[src/rtl/tw_pkg.sv]
package tw_pkg;
   parameter int TW_PORT_LONG  = 4;
   parameter int TW_PORT_SHORT = 2;
   parameter int TW_PORT_OUT   = 4;
   // fixed per-word control bits: prescaler, charge pump, test, drive off
   parameter int TW_FLAG_BITS  = 4;

   typedef enum logic [1:0] {
      LD_NONE = 2'd0,
      LD_GOOD = 2'd1,
      LD_BAD  = 2'd2
   } load_e;
endpackage

[src/rtl/tw_sync_edge.sv]
module tw_sync_edge #(
   parameter int STAGES = 2
) (
   input  logic clk,
   input  logic rst_n,
   input  logic d,
   output logic lvl,
   output logic rise,
   output logic fall
);
   logic [STAGES-1:0] chain_q;
   logic              prev_q;

   always_ff @(posedge clk) begin
      if (!rst_n) begin
         chain_q <= '0;
         prev_q  <= 1'b0;
      end else begin
         chain_q <= {chain_q[STAGES-2:0], d};
         prev_q  <= chain_q[STAGES-1];
      end
   end

   assign lvl  = chain_q[STAGES-1];
   assign rise = chain_q[STAGES-1] & ~prev_q;
   assign fall = ~chain_q[STAGES-1] & prev_q;
endmodule

[src/rtl/tw_shift_rx.sv]
module tw_shift_rx
   import tw_pkg::*;
#(
   parameter int WORD_W = 28
) (
   input  logic              clk,
   input  logic              rst_n,
   input  logic              en_lvl,
   input  logic              en_rise,
   input  logic              en_fall,
   input  logic              sck_rise,
   input  logic              sdi_lvl,
   output logic [WORD_W-1:0] word_o,
   output load_e             ld_o
);
   localparam int CNT_W = $clog2(WORD_W + 2);
   localparam logic [CNT_W-1:0] CNT_FULL = CNT_W'(WORD_W);
   localparam logic [CNT_W-1:0] CNT_SAT  = CNT_W'(WORD_W + 1);

   logic [WORD_W-1:0] shreg_q;
   logic [CNT_W-1:0]  cnt_q;
   load_e             ld_q;
   logic              take_bit;

   assign take_bit = sck_rise & en_lvl;

   always_ff @(posedge clk) begin
      if (!rst_n) begin
         shreg_q <= '0;
      end else if (take_bit) begin
         shreg_q <= {shreg_q[WORD_W-2:0], sdi_lvl};
      end
   end

   always_ff @(posedge clk) begin
      if (!rst_n) begin
         cnt_q <= '0;
      end else if (en_rise) begin
         cnt_q <= take_bit ? CNT_W'(1) : '0;
      end else if (take_bit && cnt_q != CNT_SAT) begin
         cnt_q <= cnt_q + 1'b1;
      end
   end

   always_ff @(posedge clk) begin
      if (!rst_n) begin
         ld_q <= LD_NONE;
      end else if (en_fall) begin
         ld_q <= (cnt_q == CNT_FULL) ? LD_GOOD : LD_BAD;
      end else begin
         ld_q <= LD_NONE;
      end
   end

   assign word_o = shreg_q;
   assign ld_o   = ld_q;


   shift_only_when_enabled_chk: assert property (@(posedge clk) disable iff (!rst_n)
      !$stable(shreg_q) |-> $past(en_lvl));


   load_only_after_fall_chk: assert property (@(posedge clk) disable iff (!rst_n)
      (ld_q != LD_NONE) |-> $past(en_fall));
endmodule

[src/rtl/tw_ctrl_regs.sv]
module tw_ctrl_regs
   import tw_pkg::*;
#(
   parameter int WORD_W   = 28,
   parameter int RATIO_W  = 17,
   parameter int REF_W    = 3,
   parameter int PORT_W   = 4,
   parameter int PORT_OUT = 4
) (
   input  logic               clk,
   input  logic               rst_n,
   input  load_e              ld_i,
   input  logic [WORD_W-1:0]  word_i,
   input  logic               div_sync,
   output logic [RATIO_W-1:0] ratio_o,
   output logic               presc_en_o,
   output logic               cp_hi_o,
   output logic               test_o,
   output logic               drv_off_o,
   output logic [REF_W-1:0]   ref_sel_o,
   output logic [PORT_OUT-1:0] port_o,
   output logic               pending_o,
   output logic               len_err_o
);
   localparam int REF_LSB   = PORT_W;
   localparam int DRV_BIT   = REF_LSB + REF_W;
   localparam int TEST_BIT  = DRV_BIT + 1;
   localparam int CP_BIT    = TEST_BIT + 1;
   localparam int PRE_BIT   = CP_BIT + 1;
   localparam int RATIO_LSB = PRE_BIT + 1;

   logic [WORD_W-1:0] pend_q;
   logic [WORD_W-1:0] act_q;
   logic              pending_q;
   logic              err_q;
   logic              commit;

   assign commit = div_sync & pending_q;

   always_ff @(posedge clk) begin
      if (!rst_n) begin
         pend_q    <= '0;
         pending_q <= 1'b0;
      end else if (ld_i == LD_GOOD) begin
         pend_q    <= word_i;
         pending_q <= 1'b1;
      end else if (commit) begin
         pending_q <= 1'b0;
      end
   end

   always_ff @(posedge clk) begin
      if (!rst_n) begin
         act_q <= '0;
      end else if (commit) begin
         act_q <= pend_q;
      end
   end

   always_ff @(posedge clk) begin
      if (!rst_n) begin
         err_q <= 1'b0;
      end else if (ld_i == LD_BAD) begin
         err_q <= 1'b1;
      end
   end

   assign ratio_o    = act_q[RATIO_LSB +: RATIO_W];
   assign presc_en_o = act_q[PRE_BIT];
   assign cp_hi_o    = act_q[CP_BIT];
   assign test_o     = act_q[TEST_BIT];
   assign drv_off_o  = act_q[DRV_BIT];
   assign ref_sel_o  = act_q[REF_LSB +: REF_W];
   assign pending_o  = pending_q;
   assign len_err_o  = err_q;

   generate
      if (PORT_OUT > PORT_W) begin : g_port_pad
         assign port_o = {{(PORT_OUT-PORT_W){1'b0}}, act_q[PORT_W-1:0]};
      end else begin : g_port_full
         assign port_o = act_q[PORT_OUT-1:0];
      end
   endgenerate


   good_load_sets_pending_chk: assert property (@(posedge clk) disable iff (!rst_n)
      (ld_i == LD_GOOD) |=> pending_q);


   commit_clears_pending_chk: assert property (@(posedge clk) disable iff (!rst_n)
      (div_sync && pending_q && ld_i != LD_GOOD) |=> !pending_q);


   active_moves_on_commit_chk: assert property (@(posedge clk) disable iff (!rst_n)
      !$stable(act_q) |-> $past(div_sync && pending_q));


   bad_load_sets_error_chk: assert property (@(posedge clk) disable iff (!rst_n)
      (ld_i == LD_BAD && !div_sync) |=> (err_q && $stable(pending_q) && $stable(pend_q)));


   error_sticky_chk: assert property (@(posedge clk) disable iff (!rst_n)
      err_q |=> err_q);
endmodule

[src/rtl/tw_synth_prog.sv]
module tw_synth_prog
   import tw_pkg::*;
#(
   parameter int LONG_FMT    = 1,
   parameter int RATIO_W     = 17,
   parameter int REF_W       = 3,
   parameter int SYNC_STAGES = 2
) (
   input  logic               clk,
   input  logic               rst_n,
   input  logic               ser_clk,
   input  logic               ser_data,
   input  logic               ser_en,
   input  logic               div_sync,
   output logic [RATIO_W-1:0] ratio_o,
   output logic               presc_en_o,
   output logic               cp_hi_o,
   output logic               test_o,
   output logic               drv_off_o,
   output logic [REF_W-1:0]   ref_sel_o,
   output logic [3:0]         port_o,
   output logic               pending_o,
   output logic               len_err_o
);
   localparam int PORT_W = (LONG_FMT != 0) ? TW_PORT_LONG : TW_PORT_SHORT;
   localparam int WORD_W = RATIO_W + TW_FLAG_BITS + REF_W + PORT_W;
   localparam int N_LINES = 3;

   generate
      if (SYNC_STAGES < 2) begin : g_bad_sync
         $error("tw_synth_prog: SYNC_STAGES must be at least 2");
      end
      if (RATIO_W < 2 || RATIO_W > 24) begin : g_bad_ratio
         $error("tw_synth_prog: RATIO_W out of range 2..24");
      end
      if (REF_W < 1 || REF_W > 8) begin : g_bad_ref
         $error("tw_synth_prog: REF_W out of range 1..8");
      end
   endgenerate

   logic [N_LINES-1:0] raw_lines;
   logic [N_LINES-1:0] lvl_s, rise_s, fall_s;

   // line 0: enable, line 1: serial clock, line 2: serial data
   assign raw_lines = {ser_data, ser_clk, ser_en};

   generate
      for (genvar i = 0; i < N_LINES; i++) begin : g_line
         tw_sync_edge #(.STAGES(SYNC_STAGES)) u_sync (
            .clk  (clk),
            .rst_n(rst_n),
            .d    (raw_lines[i]),
            .lvl  (lvl_s[i]),
            .rise (rise_s[i]),
            .fall (fall_s[i])
         );
      end
   endgenerate

   logic [WORD_W-1:0] rx_word;
   load_e             rx_ld;

   tw_shift_rx #(.WORD_W(WORD_W)) u_rx (
      .clk     (clk),
      .rst_n   (rst_n),
      .en_lvl  (lvl_s[0]),
      .en_rise (rise_s[0]),
      .en_fall (fall_s[0]),
      .sck_rise(rise_s[1]),
      .sdi_lvl (lvl_s[2]),
      .word_o  (rx_word),
      .ld_o    (rx_ld)
   );

   tw_ctrl_regs #(
      .WORD_W  (WORD_W),
      .RATIO_W (RATIO_W),
      .REF_W   (REF_W),
      .PORT_W  (PORT_W),
      .PORT_OUT(TW_PORT_OUT)
   ) u_ctrl (
      .clk       (clk),
      .rst_n     (rst_n),
      .ld_i      (rx_ld),
      .word_i    (rx_word),
      .div_sync  (div_sync),
      .ratio_o   (ratio_o),
      .presc_en_o(presc_en_o),
      .cp_hi_o   (cp_hi_o),
      .test_o    (test_o),
      .drv_off_o (drv_off_o),
      .ref_sel_o (ref_sel_o),
      .port_o    (port_o),
      .pending_o (pending_o),
      .len_err_o (len_err_o)
   );


   short_port_upper_zero_chk: assert property (@(posedge clk) disable iff (!rst_n)
      (LONG_FMT == 0) |-> (port_o[3:2] == 2'b00));
endmodule

[config.mk]
export PLATFORM = sky130hd
export DESIGN_NAME = tw_synth_prog
export DESIGN_NICKNAME = d
export VERILOG_FILES = /design/src/rtl/tw_pkg.sv /design/src/rtl/tw_sync_edge.sv /design/src/rtl/tw_shift_rx.sv /design/src/rtl/tw_ctrl_regs.sv /design/src/rtl/tw_synth_prog.sv
export SDC_FILE = /design/constraint.sdc
export NUM_CORES = 1
export LEC_CHECK = 0
export ABC_CLOCK_PERIOD_IN_PS = 2500
export BUFFER_PORTS_ARGS = -buffer_cell sky130_fd_sc_hd__buf_2
export CAP_MARGIN = 10
export CELL_PAD_IN_SITES_DETAIL_PLACEMENT = 2
export CELL_PAD_IN_SITES_GLOBAL_PLACEMENT = 2
export CORE_UTILIZATION = 29
export DETAILED_ROUTE_END_ITERATION = 12
export PLACE_DENSITY_LB_ADDON = 0.1
export SYNTH_ARGS = -nofsm -noshare
export SYNTH_HDL_FRONTEND = slang
export SYNTH_SLANG_ARGS = --single-unit
[constraint.sdc]
create_clock -name clk -period 2.5 [get_ports clk]
set_input_delay 0.375 -clock clk [delete_from_list [all_inputs] [get_ports clk]]
set_output_delay 0.375 -clock clk [all_outputs]
set_load 0.005 [all_outputs]
Word level (Yosys, flattened, before mapping). Cells that the tools add are included.

Output and inout bits: 30. Flip-flop bits (word level): 101. Logic and storage cells: 35. Input bits: 6.

Reduce and logical (&&, ||, !) cells: 4. Equal/unequal tests: 4. Bitwise operators: 8. Multiplexer cells: 6. Add/sub/neg operators: 1.

Operator list (count): 5-bit two-way mux (2); 5-bit by 1-bit adder with 5-bit output (second input constant) (1); 1-bit AND (5); 5-bit equality test (second input constant) (1); 5-bit != test (second input constant) (1); 2-bit nonzero test (2); 1-bit two-way mux (3); 1-bit inverter (3); 2-bit by 1-bit equality test with 1-bit output (second input constant) (1); 2-bit equality test (second input constant) (1); 2-bit two-way mux (1); 2-bit AND reduction (1); 1-bit logical AND (1).

Depth between registers and ports, before layout.
Depth in word-level cells: 6. Mapped depth: 6.

Modules after synthesis. From an unflattened synthesis, not the netlist that was laid out.

Cells, all modules: 404. Area, all modules: 3912.5 µm².

By module, submodules not included: tw_ctrl_regs (times used 1, cells each 220, area each 2254.7 µm²); tw_shift_rx (times used 1, cells each 160, area each 1383.8 µm²); tw_sync_edge (times used 3, cells each 8, area each 91.3 µm²).

Least setup slack after synthesis. OpenSTA, ideal clock, no wires.

Path kind: register to register. Start: reg u_rx.cnt_q[1]. End: reg u_rx.cnt_q[3]. Path buffers: 1. Stages on the path, launching flop included: 7. Required time: 2.430 ns. Period minus slack after synthesis: 1.541 ns. Path slack: 0.959 ns. Data arrival time: 1.471 ns. Cell sequence: dfxtp_1 -> inv_1 -> ha_1 -> and4_1 -> buf_6 -> or4_1 -> a21oi_1.

Word-level cells in the longest chain between the ends: 3. Elaborated cells between the ends (all ways): 6. Those cells by class: add/sub: 1; eq/ne: 1; mux: 2; reduce/logical: 2.

RTL lines: start: declaration (line tw_shift_rx.sv:21) `logic [CNT_W-1:0] cnt_q;`; start signal: assignment (line tw_shift_rx.sv:39) `cnt_q <= take_bit ? CNT_W'(1) : '0;`; start signal: assignment (line tw_shift_rx.sv:41) `cnt_q <= cnt_q + 1'b1;`; 5-bit by 1-bit adder with 5-bit output / 5-bit != test (equally long branches) (line tw_shift_rx.sv:41, tw_shift_rx.sv:40); 5-bit two-way mux / 1-bit logical AND (equally long branches) (line tw_shift_rx.sv:40) `end else if (take_bit && cnt_q != CNT_SAT) begin`; 5-bit two-way mux / 2-bit nonzero test (equally long branches).

Parallel ways exist; a longest one is shown, timed or not. The select of a mux whose other input is x is not followed. A chain may end at the register's enable or synchronous reset.

Final worst setup path. Ends and elaborated chain as after synthesis.

==> reports/qor.csv <==
metric,value,unit
ioPinCount,36,
synthToLayoutAreaGrowth,17.9,%
power.density,723,nW/um^2
first_pass_grt_wire_length,14400,um
post_synth.cell_area_avg,8.67,sq um
max_slew.worst_pin.slew,0.599,ns
top_count_cell_post_synth,sky130_fd_sc_hd__nand2_1,
grt.busiest_layer,met2,
r2r-start,u_rx.cnt_q[1],
placement_rows,41,
use_met1,15.6,%
critical_path.reg2reg.endpoint,u_rx.cnt_q[3],
antenna_cells_inserted,0,
synth-adder-area-share,1.01,%
critPathMaxFanout,7,
finish.utilization,35.0,%
synth_common_cells,"sky130_fd_sc_hd__nand2_1, sky130_fd_sc_hd__dfxtp_1, sky130_fd_sc_hd__a21boi_0",
worst_hold_slack,0.233,ns
numClockSinks,101,
floorplan.die.width,115,um
fp.dieArea,13300,sq um
syn-cell-area,3730,sq um
worst-r2r-cell-count,5,
synth_simple_gate_area_share,21.9,%
worst-endpoint-arrival,1.91,ns
cts_buffer_depth,2,
post-synth-top-area-cell,sky130_fd_sc_hd__dfxtp_1,
synth-warning-count,0,
htree_num_levels,3,
clock_skew,0.00433,ns
synth_top_family_by_area,simple AND/OR/NAND/NOR gates,
cts-resized-gates,0,
timing.critical_path.required,2.78,ns
net_count_synth,440,
hold_path_startpoint,ser_data,
post_synth_inst_count,431,
core_area,12600,sq um
synth.top_cell.area_share,54.1,%
antenna_found_initial,0,
drc,0,
hold_depth,2,
place.gp.congestion,0.673,
p_leak,0.00152,uW
min_delay_worst_endpoint,g_line[2].u_sync.chain_q[0],
count_of_flip_flops_with_a_built_in_enable_after_synthesis,0,
postSynth.topFlopCell,sky130_fd_sc_hd__dfxtp_1,
grt_util_all_layers,14.2,%
report.final.hold_viol_count,0,
antenna_violating_nets_post_route,0,
maximum_number_of_pins_on_one_net_before_global_route_repair,52,
fp.dieH,115,um
vias,2893,
ctsHoldBuffers,0,
grt_setup_unrepaired,false,
vdd_ir_drop_max,0.278,mV
reg_to_reg_setup_timing_slack,0.87,ns
tritoncts,done,
grt_pass1_vias,3080,
root_buffer_cell,sky130_fd_sc_hd__clkbuf_16,
crit_path_end_kind,register,
drt-pass1-iter-count,3,
synth_cell_type_count,30,
final_report_setup_violation_count,0,
drt-vias-per-instance,4.57,
sequential_to_total_area_share_from_yosys_stat,54.1,%
route.final.wire_length,8430,um
layout-drive-gt1-share,13.4,%
yosys.area_share.xor_xnor,0,%
avgRoutedWirePerCell,13.3,um
hold_path.class,in2reg,
filler_cell_count,1411,
synth.top_cells.by_area,"sky130_fd_sc_hd__dfxtp_1, sky130_fd_sc_hd__nand2_1, sky130_fd_sc_hd__a21boi_0",
placement.io_buffers,35,
max_slew_margin_vs_limit,60.0,%
fin_tns_setup,0,ns
slew_viol_final,0,
detail_route.iter0.violations,74,
globalRouteMet3Util,2.82,%
crit_type,reg2reg,
drv.max_cap_violation_count,0,
async_flop_share,0,%
effective_utilization_at_floorplan,29.7,%
grtUsageMet2,25.4,%
post-cts-setup-buffers,0,
layout_worst_path_cycle_share,65.3,%
totalPowerFinal,3190,uW
postSynthRegisterBits,101,
detailed_place_hpwl,5430,um
path_clk_slew,0.07,ns
cts_buffers,9,
synth-compound-area-share,19.3,%
outcome,"finished, final reports clean",
shortest_clock_period_the_worst_path_allows_after_layout,1.63,ns
insertion_delay,0.35,ns
kind_of_start_point_of_the_critical_path,register,
nNetsFinal,465,
post_synth_mux_area_share,0,%
global_route.overflow_total,0,
max_clock_freq,613,MHz
[area by class of cell]
type / instances / area [sq um] / area share (%)
flip-flops and latches: 101 / 2020 / 45.9
multi-input cells: 298 / 1580 / 35.8
clock buffers: 14 / 294 / 6.68
repair buffers: 43 / 248 / 5.63
well taps: 172 / 215 / 4.89
clock inverters: 2 / 37.5 / 0.852
inverters: 3 / 11.3 / 0.256
[sequential cells by signal (all words and copies together), names as in the netlist]
| register | cells |
|---|---|
| g_line.u_sync.prev_q | 2 |
| u_ctrl.pending_o | 1 |
| u_rx.ld_o | 2 |
| u_ctrl.len_err_o | 1 |
| u_rx.word_o | 28 |
| u_rx.cnt_q | 5 |
| g_line.u_sync.chain_q | 6 |
| u_ctrl.pend_q | 28 |
| u_ctrl.act_q | 28 |
[logic make-up after synthesis]
kind of cell	count (synthesis)
fa+ha+maj	3
compound gates	97
simple gates	198
flops	101
buf+inv	32
[critical path, cell delays in order (launching register included)]
cell                      delay (ns)
sky130_fd_sc_hd__dfxtp_1        0.38
sky130_fd_sc_hd__inv_1          0.08
sky130_fd_sc_hd__ha_1           0.20
sky130_fd_sc_hd__and4_1         0.28
sky130_fd_sc_hd__or4_1          0.49
sky130_fd_sc_hd__a21oi_1        0.14
[per-stage QoR]
stage / std cells / area [sq um] / worst slack [ns]
after floorplan: 431 / 3730 / 0.959
after detailed placement: 617 / 4070 / 0.795
after global placement: 617 / 4070 / 0.888
after global routing: 633 / 4400 / 0.677
after CTS: 633 / 4400 / 0.829
final: 633 / 4400 / 0.868
[cells in the final DEF, fill, tap and decap left out]
| master | count |
|---|---|
| sky130_fd_sc_hd__o21a_1 | 1 |
| sky130_fd_sc_hd__and4_1 | 1 |
| sky130_fd_sc_hd__nand4_1 | 1 |
| sky130_fd_sc_hd__clkbuf_8 | 5 |
| sky130_fd_sc_hd__and2_1 | 9 |
| sky130_fd_sc_hd__nor2_1 | 1 |
| sky130_fd_sc_hd__a21boi_1 | 1 |
| sky130_fd_sc_hd__nor2b_1 | 2 |
| sky130_fd_sc_hd__nand3b_1 | 3 |
| sky130_fd_sc_hd__a21oi_1 | 3 |
| sky130_fd_sc_hd__a21o_2 | 1 |
| sky130_fd_sc_hd__and3b_1 | 1 |
| sky130_fd_sc_hd__nor3_1 | 2 |
| sky130_fd_sc_hd__ha_1 | 3 |
| sky130_fd_sc_hd__buf_12 | 1 |
| sky130_fd_sc_hd__clkbuf_16 | 9 |
| sky130_fd_sc_hd__a21boi_0 | 84 |
| sky130_fd_sc_hd__bufinv_16 | 1 |
| sky130_fd_sc_hd__a41oi_1 | 1 |
| sky130_fd_sc_hd__clkinvlp_4 | 1 |
| sky130_fd_sc_hd__or3_2 | 1 |
| sky130_fd_sc_hd__buf_4 | 7 |
| sky130_fd_sc_hd__nand3_1 | 2 |
| sky130_fd_sc_hd__o21ai_0 | 2 |
| sky130_fd_sc_hd__nand2_1 | 170 |
| sky130_fd_sc_hd__nor2b_2 | 1 |
| sky130_fd_sc_hd__a221oi_1 | 1 |
| sky130_fd_sc_hd__inv_1 | 3 |
| sky130_fd_sc_hd__a211oi_1 | 1 |
| sky130_fd_sc_hd__buf_2 | 35 |
| sky130_fd_sc_hd__nand2b_1 | 3 |
| sky130_fd_sc_hd__o31ai_1 | 2 |
| sky130_fd_sc_hd__or4_1 | 1 |
| sky130_fd_sc_hd__dfxtp_1 | 101 |
[worst max path at each step]
stage,start,to,slack (ns),cells past startpoint
6_report,u_rx.cnt_q[1],u_rx.cnt_q[3],0.87,5
5_1_grt,g_line[0].u_sync.chain_q[1],u_rx.word_o[7],0.68,4
4_1_cts,g_line[0].u_sync.chain_q[1],u_rx.word_o[7],0.83,4
3_5_place_dp,div_sync,u_ctrl.act_q[8],0.80,5
3_3_place_gp,g_line[0].u_sync.chain_q[1],u_rx.word_o[16],0.89,4
2_1_floorplan,u_rx.cnt_q[1],u_rx.cnt_q[3],0.96,6
[per-layer routing]
metal,vias up,wire length (um)
met4,0,222
met1,1412,3780
met3,12,179
li1,1444,-
met5,-,0
met2,25,4250
[power by group]
part | total [uW] | switching [uW] | internal (uW)
combinational | 56.1 | 28.5 | 27.6
sequential | 1620 | 3.01 | 1610
clock | 1510 | 599 | 913
(Power assumes the default switching activity.)
